**config.mk**
```make
export PLATFORM = sky130hd
export DESIGN_NAME = stby_ctrl
export DESIGN_NICKNAME = d
export VERILOG_FILES = /design/src/rtl/stby_pkg.sv /design/src/rtl/stby_modereg.sv /design/src/rtl/stby_wake_timer.sv /design/src/rtl/stby_ctrl.sv
export SDC_FILE = /design/constraint.sdc
export NUM_CORES = 1
export LEC_CHECK = 0
export BUFFER_PORTS_ARGS = -buffer_cell sky130_fd_sc_hd__buf_2
export CORE_UTILIZATION = 50
export DETAILED_ROUTE_END_ITERATION = 16
export PLACE_DENSITY = 0.79
export SETUP_SLACK_MARGIN = 0.3
export SYNTH_ARGS = -nofsm -noshare
export SYNTH_HDL_FRONTEND = slang
export SYNTH_SLANG_ARGS = --single-unit
export TNS_END_PERCENT = 50
```
**constraint.sdc**
```tcl
create_clock -name clk -period 4.15 [get_ports clk]
set_clock_uncertainty 0.15 [all_clocks]
set_input_delay 0.83 -clock clk [delete_from_list [all_inputs] [get_ports clk]]
set_output_delay 0.83 -clock clk [all_outputs]
set_load 0.02 [all_outputs]
```
**src/rtl/stby_pkg.sv**
```systemverilog
package stby_pkg;

    typedef enum logic [2:0] {
        ST_NORMAL,
        ST_IDLE1,
        ST_IDLE2,
        ST_STOP,
        ST_WAKE_WAIT
    } stby_state_e;

    localparam logic [1:0] MODE_IDLE1 = 2'b00;
    localparam logic [1:0] MODE_IDLE2 = 2'b01;
    localparam logic [1:0] MODE_STOP  = 2'b10;
    localparam logic [1:0] MODE_BAD   = 2'b11;

    localparam int CE_CORE  = 0;
    localparam int CE_FLASH = 1;
    localparam int CE_PLL   = 2;
    localparam int CE_OSC   = 3;
    localparam int CE_W     = 4;

endpackage

```
**src/rtl/stby_modereg.sv**
```systemverilog
module stby_modereg #(
    parameter int REG_W   = 8,
    parameter int FIELD_W = 2,
    localparam int SEL_W  = $clog2(REG_W)
) (
    input  logic               clk,
    input  logic               rst_n,
    input  logic               wr_en,
    input  logic               wr_bit,
    input  logic [SEL_W-1:0]   bit_sel,
    input  logic [REG_W-1:0]   wdata,
    output logic [FIELD_W-1:0] mode_o,
    output logic [REG_W-1:0]   rdata_o
);

    logic [FIELD_W-1:0] field_q;

    for (genvar i = 0; i < FIELD_W; i++) begin : g_bit
        always_ff @(posedge clk or negedge rst_n) begin
            if (!rst_n) begin
                field_q[i] <= 1'b0;
            end else if (wr_en) begin
                if (!wr_bit) begin
                    field_q[i] <= wdata[i];
                end else if (bit_sel == SEL_W'(i)) begin
                    field_q[i] <= wdata[0];
                end
            end
        end
    end

    assign mode_o  = field_q;
    assign rdata_o = {{(REG_W-FIELD_W){1'b0}}, field_q};

endmodule

```
**src/rtl/stby_wake_timer.sv**
```systemverilog
module stby_wake_timer #(
    parameter int CNT_W = 16
) (
    input  logic             clk,
    input  logic             rst_n,
    input  logic             load,
    input  logic [CNT_W-1:0] load_val,
    input  logic             dec,
    output logic             zero_o
);

    logic [CNT_W-1:0] cnt_q;

    always_ff @(posedge clk or negedge rst_n) begin
        if (!rst_n) begin
            cnt_q <= '0;
        end else if (load) begin
            cnt_q <= load_val;
        end else if (dec) begin
            cnt_q <= cnt_q - 1'b1;
        end
    end

    assign zero_o = (cnt_q == '0);

endmodule

```
**src/rtl/stby_ctrl.sv**
```systemverilog
module stby_ctrl
    import stby_pkg::*;
#(
    parameter int CNT_W = 16,
    parameter int REG_W = 8,
    localparam int SEL_W = $clog2(REG_W)
) (
    input  logic             clk,
    input  logic             rst_n,
    input  logic             reg_wr_en,
    input  logic             reg_wr_bit,
    input  logic [SEL_W-1:0] reg_bit_sel,
    input  logic [REG_W-1:0] reg_wdata,
    output logic [REG_W-1:0] reg_rdata,
    input  logic             arm_set,
    output logic             arm_o,
    input  logic             stby_req,
    input  logic             wake_evt,
    input  logic [CNT_W-1:0] stab_count,
    output logic             ready_o,
    output logic [CE_W-1:0]  clk_en_o,
    output logic             mode_err_o
);

    stby_state_e st_q, st_nxt;
    logic [1:0]  mode;
    logic        arm_q, err_q;
    logic        err_set, arm_clr, tmr_load, tmr_dec, tmr_zero;

    stby_modereg #(.REG_W(REG_W), .FIELD_W(2)) u_modereg (
        .clk     (clk),
        .rst_n   (rst_n),
        .wr_en   (reg_wr_en),
        .wr_bit  (reg_wr_bit),
        .bit_sel (reg_bit_sel),
        .wdata   (reg_wdata),
        .mode_o  (mode),
        .rdata_o (reg_rdata)
    );

    stby_wake_timer #(.CNT_W(CNT_W)) u_timer (
        .clk      (clk),
        .rst_n    (rst_n),
        .load     (tmr_load),
        .load_val (stab_count),
        .dec      (tmr_dec),
        .zero_o   (tmr_zero)
    );

    // next-state logic
    always_comb begin
        st_nxt   = st_q;
        err_set  = 1'b0;
        tmr_load = 1'b0;
        unique case (st_q)
            ST_NORMAL: begin
                if (stby_req && arm_q) begin
                    unique case (mode)
                        MODE_IDLE1: st_nxt = ST_IDLE1;
                        MODE_IDLE2: st_nxt = ST_IDLE2;
                        MODE_STOP:  st_nxt = ST_STOP;
                        default:    err_set = 1'b1;
                    endcase
                end
            end
            ST_IDLE1: begin
                if (wake_evt) st_nxt = ST_NORMAL;
            end
            ST_IDLE2, ST_STOP: begin
                if (wake_evt) begin
                    st_nxt   = ST_WAKE_WAIT;
                    tmr_load = 1'b1;
                end
            end
            ST_WAKE_WAIT: begin
                if (tmr_zero) st_nxt = ST_NORMAL;
            end
            default: st_nxt = ST_NORMAL;
        endcase
    end

    assign tmr_dec = (st_q == ST_WAKE_WAIT) && !tmr_zero;
    assign arm_clr = (st_nxt == ST_NORMAL) && (st_q != ST_NORMAL);

    // state register and flags
    always_ff @(posedge clk or negedge rst_n) begin
        if (!rst_n) begin
            st_q  <= ST_NORMAL;
            arm_q <= 1'b0;
            err_q <= 1'b0;
        end else begin
            st_q <= st_nxt;
            if (arm_clr) begin
                arm_q <= 1'b0;
            end else if (arm_set && st_q == ST_NORMAL) begin
                arm_q <= 1'b1;
            end
            if (err_set) err_q <= 1'b1;
        end
    end

    // outputs decoded from state
    always_comb begin
        clk_en_o = '0;
        ready_o  = 1'b0;
        unique case (st_q)
            ST_NORMAL: begin
                clk_en_o = '1;
                ready_o  = 1'b1;
            end
            ST_IDLE1, ST_WAKE_WAIT: begin
                clk_en_o[CE_OSC]   = 1'b1;
                clk_en_o[CE_PLL]   = 1'b1;
                clk_en_o[CE_FLASH] = 1'b1;
            end
            ST_IDLE2: begin
                clk_en_o[CE_OSC]   = 1'b1;
                clk_en_o[CE_FLASH] = 1'b1;
            end
            ST_STOP: clk_en_o = '0;
            default: clk_en_o = '0;
        endcase
    end

    assign arm_o      = arm_q;
    assign mode_err_o = err_q;

endmodule

```
# After elaboration in Yosys (flattened, before gate mapping)
# Cells that the tools add are included.
[word_totals]
reg_bits = 23
[op_classes]
addsub = 1
eq_ne = 9
muxes = 22
n_reduce_logical = 19
[op_table]
columns = ["cell", "count"]
rows = [
  ["$mux 16", 2],
  ["$logic_not 16->1", 1],
  ["$sub 16x1->16 const B", 1],
  ["$mux 1", 14],
  ["$mux 3", 4],
  ["$pmux 3 s4", 1],
  ["$logic_not 3->1", 3],
  ["$pmux 3 s3", 1],
  ["$eq 3x1->1 const B", 2],
  ["$eq 3x2->1 const B", 2],
  ["$reduce_or 3->1", 2],
  ["$logic_and 1x1->1", 4],
  ["$ne 2x1->1 const B", 2],
  ["$reduce_and 2->1", 2],
  ["$reduce_bool 2->1", 2],
  ["$reduce_or 4->1", 1],
  ["$eq 3x3->1 const B", 1],
  ["$reduce_bool 3->1", 1],
  ["$eq 2x1->1 const B", 1],
  ["$eq 2x2->1 const B", 1],
  ["$logic_not 2->1", 1],
  ["$reduce_or 2->1", 1],
  ["$logic_not 1->1", 1],
]

# Logic depth before layout (Yosys ltp)
# Gate-level depths: netlist of run 1.
[depth]
word_depth = 7
mapped_depth = 7
ltp_nobuf = 6

# Modules after synthesis
# Synthesis of run 1 repeated with hierarchy kept, for this count alone.
[unflattened]
cells_unflattened = 165
hier_area_um2 = 1574.0
[by_module_without_submodules]
columns = ["mod", "instances", "cells_per_inst", "area_each_um2"]
rows = [
  ["stby_wake_timer", 1, 111, 1028.5],
  ["stby_ctrl", 1, 35, 367.9],
  ["stby_modereg", 1, 19, 177.7],
]

# Worst setup path before layout of run 1
# OpenSTA, ideal clock, no wires.
[synth_path]
path_type = "register to output"
start = "register st_q[1]"
end = "output clk_en_o[3]"
arrival_ps = 1479
t_required_ps = 3170
slack_ps = 1691
stages_incl_launch_ff = 5
path_buffers = 2
cell_sequence = "dfrtp_1 > clkbuf_1 > a21oi_1 > o21bai_1 > buf_4"
[synth_between]
elab_chain_len = 3
elab_cells_between_ends = 6
[synth_lines]
columns = ["element", "line", "text"]
rows = [
  ["start, declared", "stby_ctrl.sv:25", "stby_state_e st_q, st_nxt;"],
  ["start signal, assigned", "stby_ctrl.sv:92", "st_q <= st_nxt;"],
  ["$eq 3x3->1, or another cell as far along", "n/a", ""],
  ["$reduce_or 4->1 (no line) *", "n/a", ""],
  ["$mux 1 *", "n/a", ""],
  ["end, declared", "stby_ctrl.sv:21", "output logic [CE_W-1:0] clk_en_o,"],
]
# Every way passes the cells marked *; elsewhere a longest branch is shown, timed or not.

# Final worst setup path of run 1
[layout_path]
start = "register u_timer.cnt_q[0]"
end = "register u_timer.cnt_q[8]"
[layout_between]
elab_chain_len = 4
elab_cells_between_ends = 7
[layout_lines]
columns = ["element", "line", "text"]
rows = [
  ["start, declared", "stby_wake_timer.sv:12", "logic [CNT_W-1:0] cnt_q;"],
  ["start signal, assigned", "stby_wake_timer.sv:18", "cnt_q <= load_val;"],
  ["start signal, assigned", "stby_wake_timer.sv:20", "cnt_q <= cnt_q - 1'b1;"],
  ["branches (longest 4 deep; another with $sub 16x1->16)", "n/a", ""],
]
# Parallel ways; which one is timed is not known. The select of a mux whose other input is x is not followed.
# A chain may end at the register's enable or synchronous reset.

==> flow_summary.json, run 1 <==
{
  "status": "finished with violations",
  "violations": "design-rule violations",
  "syn_inst": 173,
  "hp-class": "input pin to asynchronous set/reset pin",
  "cts_root_buf": "clkbuf_4",
  "total_power_mw": 0.380,
  "grt_pass1_vias": 1275,
  "synth_area_leaders": "dfrtp_1 (37%), ha_1 (4.9%), buf_4 (3.9%), nor2_1 (3.4%), or4_1 (3.4%)",
  "core-area_sq_um": 2830,
  "grt_antenna_before_repair": 0,
  "grtUsageTotal_pct": 20.3,
  "cp_max_fo": 8,
  "ios": 49,
  "synth.yosys.warnings": 0,
  "layout-drive-gt1-share_pct": 27.1,
  "cts_sinks": 23,
  "vdd_drop_max_v": 0.000152,
  "synth_common_cells": "dfrtp_1 (23), nor2_1 (14), nand2_1 (12)",
  "antennaDiodeCount": 0,
  "clock_path_buffers": 2,
  "place.gp.congestion": 0.818,
  "die_w_um": 57.4,
  "grt.overflow.total": 0,
  "start_kind": "register",
  "cts_tree": "yes",
  "yosysTopAreaCellShare_pct": 37.5,
  "syn-mean-instance-area_sq_um": 8.88,
  "cts_hold_buf": 0,
  "relSlewSlack_pct": 44.7,
  "hpwl_mm": 2.43,
  "required_ns": 4.27,
  "die_h_um": 57.4,
  "max_freq_mhz": 415,
  "path_class": "register to register",
  "async_flop_share_pct": 100,
  "leakage_nw": 0.681,
  "powerDensity_nw_per_um2": 223,
  "synth.most_common_cell": "dfrtp_1",
  "syn2layout_area_growth_pct": 11.1,
  "post_cts_resized": 0,
  "cts_inserted_buffers": 3,
  "nNetsFinal": 244,
  "arrival_ns": 2.52,
  "ant_nets": 0,
  "synthDistinctLibCells": 49,
  "post-route-min-period_ns": 2.41,
  "placed_area_sq_um": 1680,
  "worst_pin_slew_ns": 0.827,
  "drt_iter0_markers": 77,
  "ys_ff_latch": 23,
  "dr.pass1.iters": 10,
  "finalHoldViolCount": 0,
  "drt-wirelength-per-cell_um": 14.2,
  "synthFlopType": "dfrtp_1",
  "fin_util_pct": 60.3,
  "postCtsSetupRepairBufs": 0,
  "period_share_pct": 58.0,
  "fin_area_sq_um": 1710,
  "finalSetupTns_ns": 0,
  "drt-vias-per-instance": 6.01,
  "grt_pass1_wl_mm": 5.28,
  "vias": 1407,
  "cap_viol_max_count": 0,
  "setup_violations": 0,
  "htree_levels": 1,
  "rows": 19,
  "grt_max_degree": 24,
  "port_buffers": 36,
  "cp-end-kind": "register",
  "grt_setup_unrepaired": "no",
  "clock_latency_ns": 0.32,
  "wl_mm": 3.33,
  "syn-cell-area_sq_um": 1540,
  "hold_slack_ns": 0.308,
  "maxSlewViolCount": 0,
  "die_area_sq_um": 3300,
  "synth_top_area_cell": "dfrtp_1",
  "clk_pin_slew_worst_paths_ns": 0.13,
  "drc": 1,
  "synth-edff-count": 0,
  "ys_seq_area_share_pct": 37.5,
  "start_util_pct": 54.3
}
-- cell usage in the layout (no fill, tap or decap), drive strengths merged, types with 5 or more instances in the layout --
master,instances
conb,6
or3,7
o21ai,9
o311ai,5
inv,6
or4,9
o31ai,5
a21oi,9
nand2,12
dfrtp,23
ha,6
buf,37
nand3,10
nor2,14
-- worst paths after layout --
kind / slack (ns) / cells past startpoint / endpoint / startpoint
max in group asynchronous: 3.19 / 1 / arm_o / rst_n
worst max register to register: 1.74 / 7 / u_timer.cnt_q[8] / u_timer.cnt_q[0]
worst min-delay path: 0.31 / 1 / u_timer.cnt_q[13] / rst_n
worst max-delay path: 1.74 / 7 / u_timer.cnt_q[8] / u_timer.cnt_q[0]
min in group clk: 0.34 / 1 / mode_err_o / mode_err_o
worst min register to register: 0.34 / 1 / mode_err_o / mode_err_o
-- state kept, by name, indices dropped and copies added (netlist names) --
register / cells
u_timer.cnt_q: 16
mode_err_o: 1
st_q: 3
arm_o: 1
u_modereg.mode_o: 2
-- critical path, stage by stage, from the launching register on --
cell	delay, ns
dfrtp_1	0.45
inv_1	0.10
ha_1	0.16
or2b_2	0.31
nor4_1	0.64
buf_4	0.27
o311ai_0	0.13
nand3_1	0.15
-- report_power, final --
| group | switching [mW] | internal [mW] | leakage, nW | total [mW] |
|---|---|---|---|---|
| clock network | 0.0704 | 0.0361 | 0.0177 | 0.107 |
| registers | 0.00357 | 0.227 | 0.251 | 0.230 |
| logic | 0.0256 | 0.0177 | 0.413 | 0.0433 |
-- cell families (layout without fill, tap and decap cells) --
logic type                 after synthesis  count (layout)  share of synthesized area, %
DFF                                     23              23                          37.5
and+or+nand+nor                         72              72                          27.0
adders and majority gates                6               6                          4.89
AOI/OAI and AO/OA                       49              49                          22.2
other                                    1               6                         0.244
buffers and inverters                   22              47                          8.14
-- layer usage --
| layer | up-vias | track usage [%] | part of all wire [%] |
|---|---|---|---|
| met4 | 0 | 5.92 | 0.36 |
| li1 | 700 | - | - |
| met2 | 39 | 36.2 | 49 |
| met3 | 2 | 2.72 | 4.0 |
| met5 | - | 0 | 0 |
| met1 | 666 | 25.4 | 47 |
-- through the flow --
| stage | setup slack [ns] | cells |
|---|---|---|
| 6_report | 1.74 | 234 |
| 5_1_grt | 1.62 | 234 |
| 4_1_cts | 1.75 | 234 |
| 3_5_place_dp | 1.73 | 230 |
| 3_3_place_gp | 1.82 | 230 |
| 2_1_floorplan | 1.69 | 178 |
-- layout make-up --
type,instances,area [sq um]
Multi-Input combinational cell,133,855
Inverter,6,22.5
Sequential cell,23,576
Clock buffer,3,22.5
Clock inverter,1,5.00
Tap cell,31,38.8
Timing Repair Buffer,37,188
Fill cell,244,1120
Power figures use the tool's default switching activity.
==> inputs of run 2 (changes only) <==
--- a/config.mk
+++ b/config.mk
@@ -6,9 +6,9 @@
 export NUM_CORES = 1
 export LEC_CHECK = 0
 export BUFFER_PORTS_ARGS = -buffer_cell sky130_fd_sc_hd__buf_2
-export CORE_UTILIZATION = 50
+export CORE_UTILIZATION = 46
 export DETAILED_ROUTE_END_ITERATION = 16
-export PLACE_DENSITY = 0.79
+export PLACE_DENSITY = 0.76
 export SETUP_SLACK_MARGIN = 0.3
 export SYNTH_ARGS = -nofsm -noshare
 export SYNTH_HDL_FRONTEND = slang
==> constraint.sdc (replaced) <==
create_clock -name clk -period 2.2 [get_ports clk]
set_clock_uncertainty 0.15 [all_clocks]
set_input_delay 0.44 -clock clk [delete_from_list [all_inputs] [get_ports clk]]
set_output_delay 0.44 -clock clk [all_outputs]
set_load 0.02 [all_outputs]
==> flow_summary.json, run 2 (synthesis gave the netlist of run 1 again) <==
{
  "ant_nets": 0,
  "drt-wirelength-per-cell_um": 14.9,
  "relSlewSlack_pct": 63.4,
  "drt_iter0_markers": 90,
  "dp_cells": 253,
  "layout_commonest_cell": "buf_2",
  "start_kind": "register",
  "die_w_um": 59.8,
  "multiInputGateArea_sq_um": 978,
  "cts_sinks": 23,
  "maxSlewViolCount": 0,
  "post-route-min-period_ns": 2.07,
  "powerDensity_nw_per_um2": 356,
  "syn2layout_area_growth_pct": 32.0,
  "worst_slack_ns": 0.130,
  "clk_pin_slew_worst_paths_ns": 0.14,
  "drt-vias-per-instance": 5.89,
  "setup_violations": 0,
  "path_class": "register to register",
  "hpwl_mm": 2.71,
  "stdcell_count": 269,
  "core-area_sq_um": 3100,
  "htree_levels": 1,
  "finalSetupTns_ns": 0,
  "largest_register_ffs": 16,
  "grt_pass1_vias": 1539,
  "vias": 1585,
  "die_h_um": 59.8,
  "max_freq_mhz": 483,
  "cts_inserted_buffers": 3,
  "cts_root_buf": "clkbuf_4",
  "rows": 20,
  "top_register": "u_timer.cnt_q",
  "finalHoldViolCount": 0,
  "met1_usage_pct": 25.8,
  "cts_tree": "yes",
  "use_met3_pct": 5.41,
  "clock_path_buffers": 2,
  "cp_max_fo": 6,
  "cap_viol_max_count": 0,
  "clock_latency_ns": 0.32,
  "grt.overflow.total": 0,
  "busiest_layer": "met2",
  "drc": 0,
  "die_area_sq_um": 3580,
  "seq_area_sq_um": 578,
  "num-fill-cells": 278,
  "fin_util_pct": 65.4,
  "total_power_mw": 0.722,
  "start_util_pct": 49.5,
  "nNetsFinal": 266,
  "dr.pass1.iters": 4,
  "grt_setup_unrepaired": "yes",
  "leakage_nw": 0.826,
  "grt_antenna_before_repair": 0,
  "status": "finished clean",
  "port_buffers": 36,
  "grtUsageTotal_pct": 23.6,
  "dp_slack_ns": -0.00485,
  "worst_pin_slew_ns": 0.549,
  "hp-class": "input pin to register",
  "ios": 49,
  "wl_mm": 4.00,
  "required_ns": 2.31,
  "period_share_pct": 94.1,
  "cp-end-kind": "register",
  "antennaDiodeCount": 0,
  "arrival_ns": 2.18,
  "grt_max_degree": 24,
  "vdd_drop_max_v": 0.000390,
  "layout-drive-gt1-share_pct": 43.1,
  "place.gp.congestion": 0.820,
  "final_cell_mix": "buf_2 (36), dfrtp_1 (21), buf_4 (19)",
  "grt_pass1_wl_mm": 6.42,
  "use_met2_pct": 44.4
}
## run 2: through the flow
step / instance area (sq um) / hold slack (ns)
after floorplan: 1560 / -0.00559
after detailed placement: 1780 / 0.308
final: 2030 / 0.162
after CTS: 1900 / 0.149
after global placement: 1780 / 0.292
after global routing: 2030 / 0.155
## run 2: worst paths after layout
kind	to	slack, ns	cells past startpoint	start
max	u_timer.cnt_q[0]	0.13	6	u_timer.cnt_q[1]
min	u_timer.cnt_q[9]	0.16	3	stab_count[9]
max reg2reg	u_timer.cnt_q[0]	0.13	6	u_timer.cnt_q[1]
min reg2reg	mode_err_o	0.34	1	mode_err_o
max in group asynchronous	u_timer.cnt_q[2]	1.04	2	rst_n
min in group asynchronous	u_modereg.mode_o[1]	0.47	2	rst_n
## run 2: layout make-up
class | instances | share of cell area [%]
multi-input combinational | 133 | 48.2
tap | 44 | 2.71
sequential | 23 | 28.5
clock inverter | 1 | 0.247
inverter | 6 | 1.11
timing repair buffer | 59 | 18.1
clock buffer | 3 | 1.11
## run 2: per-layer routing
metal	up-vias	share of wire (%)
met4	0	1.8
met3	9	6.0
met1	762	40
met5	-	0
met2	70	52
li1	744	-
## run 2: timing repair
action,in CTS,in global routing
hold buffers,1,0
endpoints found under the setup margin,21,22
hold endpoints to repair,23,0
pin swaps,6,7
setup buffers,7,4
resized for setup,12,21
## run 2: worst max-delay path, stage by stage (launching register included)
cell,delay (ns)
dfrtp_1,0.43
inv_2,0.09
ha_4,0.13
or2b_4,0.27
or4_4,0.56
o311a_1,0.31
o21ai_1,0.07
## run 2: report_power, final
group	switching [mW]	internal [mW]	total, mW
sequential	0.00698	0.428	0.435
combinational	0.0486	0.0346	0.0832
clock	0.136	0.0681	0.204
total	0.191	0.530	0.722
==> inputs of run 3 (changes only) <==
--- a/config.mk
+++ b/config.mk
@@ -6,6 +6,7 @@
 export NUM_CORES = 1
 export LEC_CHECK = 0
 export BUFFER_PORTS_ARGS = -buffer_cell sky130_fd_sc_hd__buf_2
+export CORE_ASPECT_RATIO = 0.8
 export CORE_UTILIZATION = 46
 export DETAILED_ROUTE_END_ITERATION = 16
 export PLACE_DENSITY = 0.76
==> flow_summary.json, run 3 (synthesis gave the netlist of run 1 again) <==
{
  "seq_area_sq_um": 576,
  "cts_root_buf": "clkbuf_8",
  "htree_levels": 1,
  "stdcell_count": 265,
  "drc": 0,
  "hp-class": "input pin to asynchronous set/reset pin",
  "cp_max_fo": 4,
  "dp_slack_ns": 0.0463,
  "p_int_mw": 0.590,
  "die_w_um": 66.6,
  "pwr-share-seq_pct": 55.5,
  "grt.overflow.total": 0,
  "arrival_ns": 2.19,
  "grt_setup_unrepaired": "yes",
  "cts_inserted_buffers": 3,
  "pwr-share-comb_pct": 10.5,
  "total_power_mw": 0.782,
  "clock_path_buffers": 2,
  "finalHoldViolCount": 23,
  "place.gp.congestion": 0.818,
  "maxSlewViolCount": 0,
  "rows": 18,
  "fin_area_sq_um": 1980,
  "relSlewSlack_pct": 65.0,
  "wl_mm": 3.59,
  "drt-wirelength-per-cell_um": 13.5,
  "cp-end-kind": "register",
  "cap_viol_max_count": 0,
  "die_h_um": 53.7,
  "powerDensity_nw_per_um2": 396,
  "hpwl_mm": 2.48,
  "sw_frac_of_total_pct": 24.5,
  "layout_commonest_cell": "buf_2",
  "path_cells": "or4_4 -> or3_1 -> or4_1 -> a31oi_1",
  "status": "finished with violations",
  "dp_cells": 254,
  "dr.pass1.iters": 4,
  "vdd_drop_max_v": 0.000359,
  "placed_area_sq_um": 1810,
  "critPathTopFamily": "simple AND/OR/NAND/NOR gates",
  "vias": 1493,
  "port_buffers": 36,
  "worst_slack_ns": 0.0505,
  "cts_tree": "yes",
  "cts_hold_buf": 0,
  "clock_latency_ns": 0.27,
  "grtUsageTotal_pct": 21.1,
  "cts_sinks": 23,
  "ant_nets": 0,
  "cp_num_buf_inv": 0,
  "max_freq_mhz": 465,
  "switchingPower_mw": 0.192,
  "antennaDiodeCount": 0,
  "period_share_pct": 97.7,
  "multiInputGateArea_sq_um": 926,
  "final_cell_mix": "buf_2 (36), dfrtp_1 (23), buf_4 (22)",
  "setup_violations": 0,
  "path_class": "register to register",
  "max_stage_delay_ns": 0.54,
  "nNetsFinal": 266,
  "syn2layout_area_growth_pct": 28.6,
  "hold_slack_ns": -0.00832,
  "leakage_nw": 0.807,
  "post-route-min-period_ns": 2.15,
  "clk_pin_slew_worst_paths_ns": 0.08,
  "start_kind": "register",
  "largest_register_ffs": 16,
  "ios": 49,
  "grt_pass1_wl_mm": 5.60,
  "layout-drive-gt1-share_pct": 39.1,
  "start_util_pct": 49.1,
  "clockPowerShare_pct": 34.0,
  "worst_pin_slew_ns": 0.526,
  "grt_max_degree": 24,
  "grt_pass1_vias": 1207,
  "required_ns": 2.24,
  "core-area_sq_um": 3130,
  "violations": "negative hold slack",
  "die_area_sq_um": 3580,
  "top_register": "u_timer.cnt_q",
  "worst_path_max_delay_cell": "or4_4",
  "num-fill-cells": 260,
  "drt_iter0_markers": 55,
  "drt-vias-per-instance": 5.63,
  "grt_antenna_before_repair": 0
}
-- run 3: cell count changes in the layout (fill, tap and decap cells not counted), sizes merged --
cell and change:
buf +1, dlygate4sd3 -1, clkbuf +1, clkinv -1
-- run 3: layer usage --
metal	global-route usage [%]	wire length, um
met4	5.67	27
met5	0	0
met1	31.0	1830
met2	31.3	1600
met3	4.24	134
-- run 3: power groups by stage --
| stage | sequential, mW | clock [mW] | combinational [mW] |
|---|---|---|---|
| floorplan | 0.448 | 0 | 0.0392 |
| global placement | 0.442 | 0 | 0.0808 |
| detailed placement | 0.443 | 0 | 0.0817 |
| CTS | 0.434 | 0.270 | 0.0824 |
| global route | 0.435 | 0.290 | 0.0953 |
| finish | 0.434 | 0.266 | 0.0820 |
-- run 3: per-stage QoR --
stage          setup TNS [ns]  utilization (%)
2_1_floorplan               0                -
3_3_place_gp                0             57.9
3_5_place_dp                0             57.9
4_1_cts                     0             60.6
5_1_grt              -0.00784             63.1
6_report                    0             63.1
-- run 3: final cells by class --
type / instances / area share (%)
Sequential cell: 23 / 29.1
Tap cell: 40 / 2.53
Multi-Input combinational cell: 133 / 46.9
Timing Repair Buffer: 59 / 18.0
Inverter: 6 / 1.14
Clock buffer: 4 / 2.28
-- run 3: path summary, 6_finish.rpt --
kind                                    from             endpoint  slack [ns]  depth (start not counted)
min in group clk               stab_count[9]     u_timer.cnt_q[9]        0.22                          3
hold reg to reg                   mode_err_o           mode_err_o        0.32                          1
setup / recovery           u_timer.cnt_q[10]    u_timer.cnt_q[15]        0.05                          4
hold / removal                         rst_n     u_timer.cnt_q[7]      -0.008                          1
setup reg to reg           u_timer.cnt_q[10]    u_timer.cnt_q[15]        0.05                          4
max in group asynchronous              rst_n  u_modereg.mode_o[0]        1.56                          1
-- run 3: what timing repair did --
| item | CTS | global route |
|---|---|---|
| gates resized for setup | 10 | 9 |
| setup endpoints to repair | 15 | 21 |
| cloned | 0 | 0 |
| setup buffers | 2 | 5 |
| pin swaps | 8 | 5 |
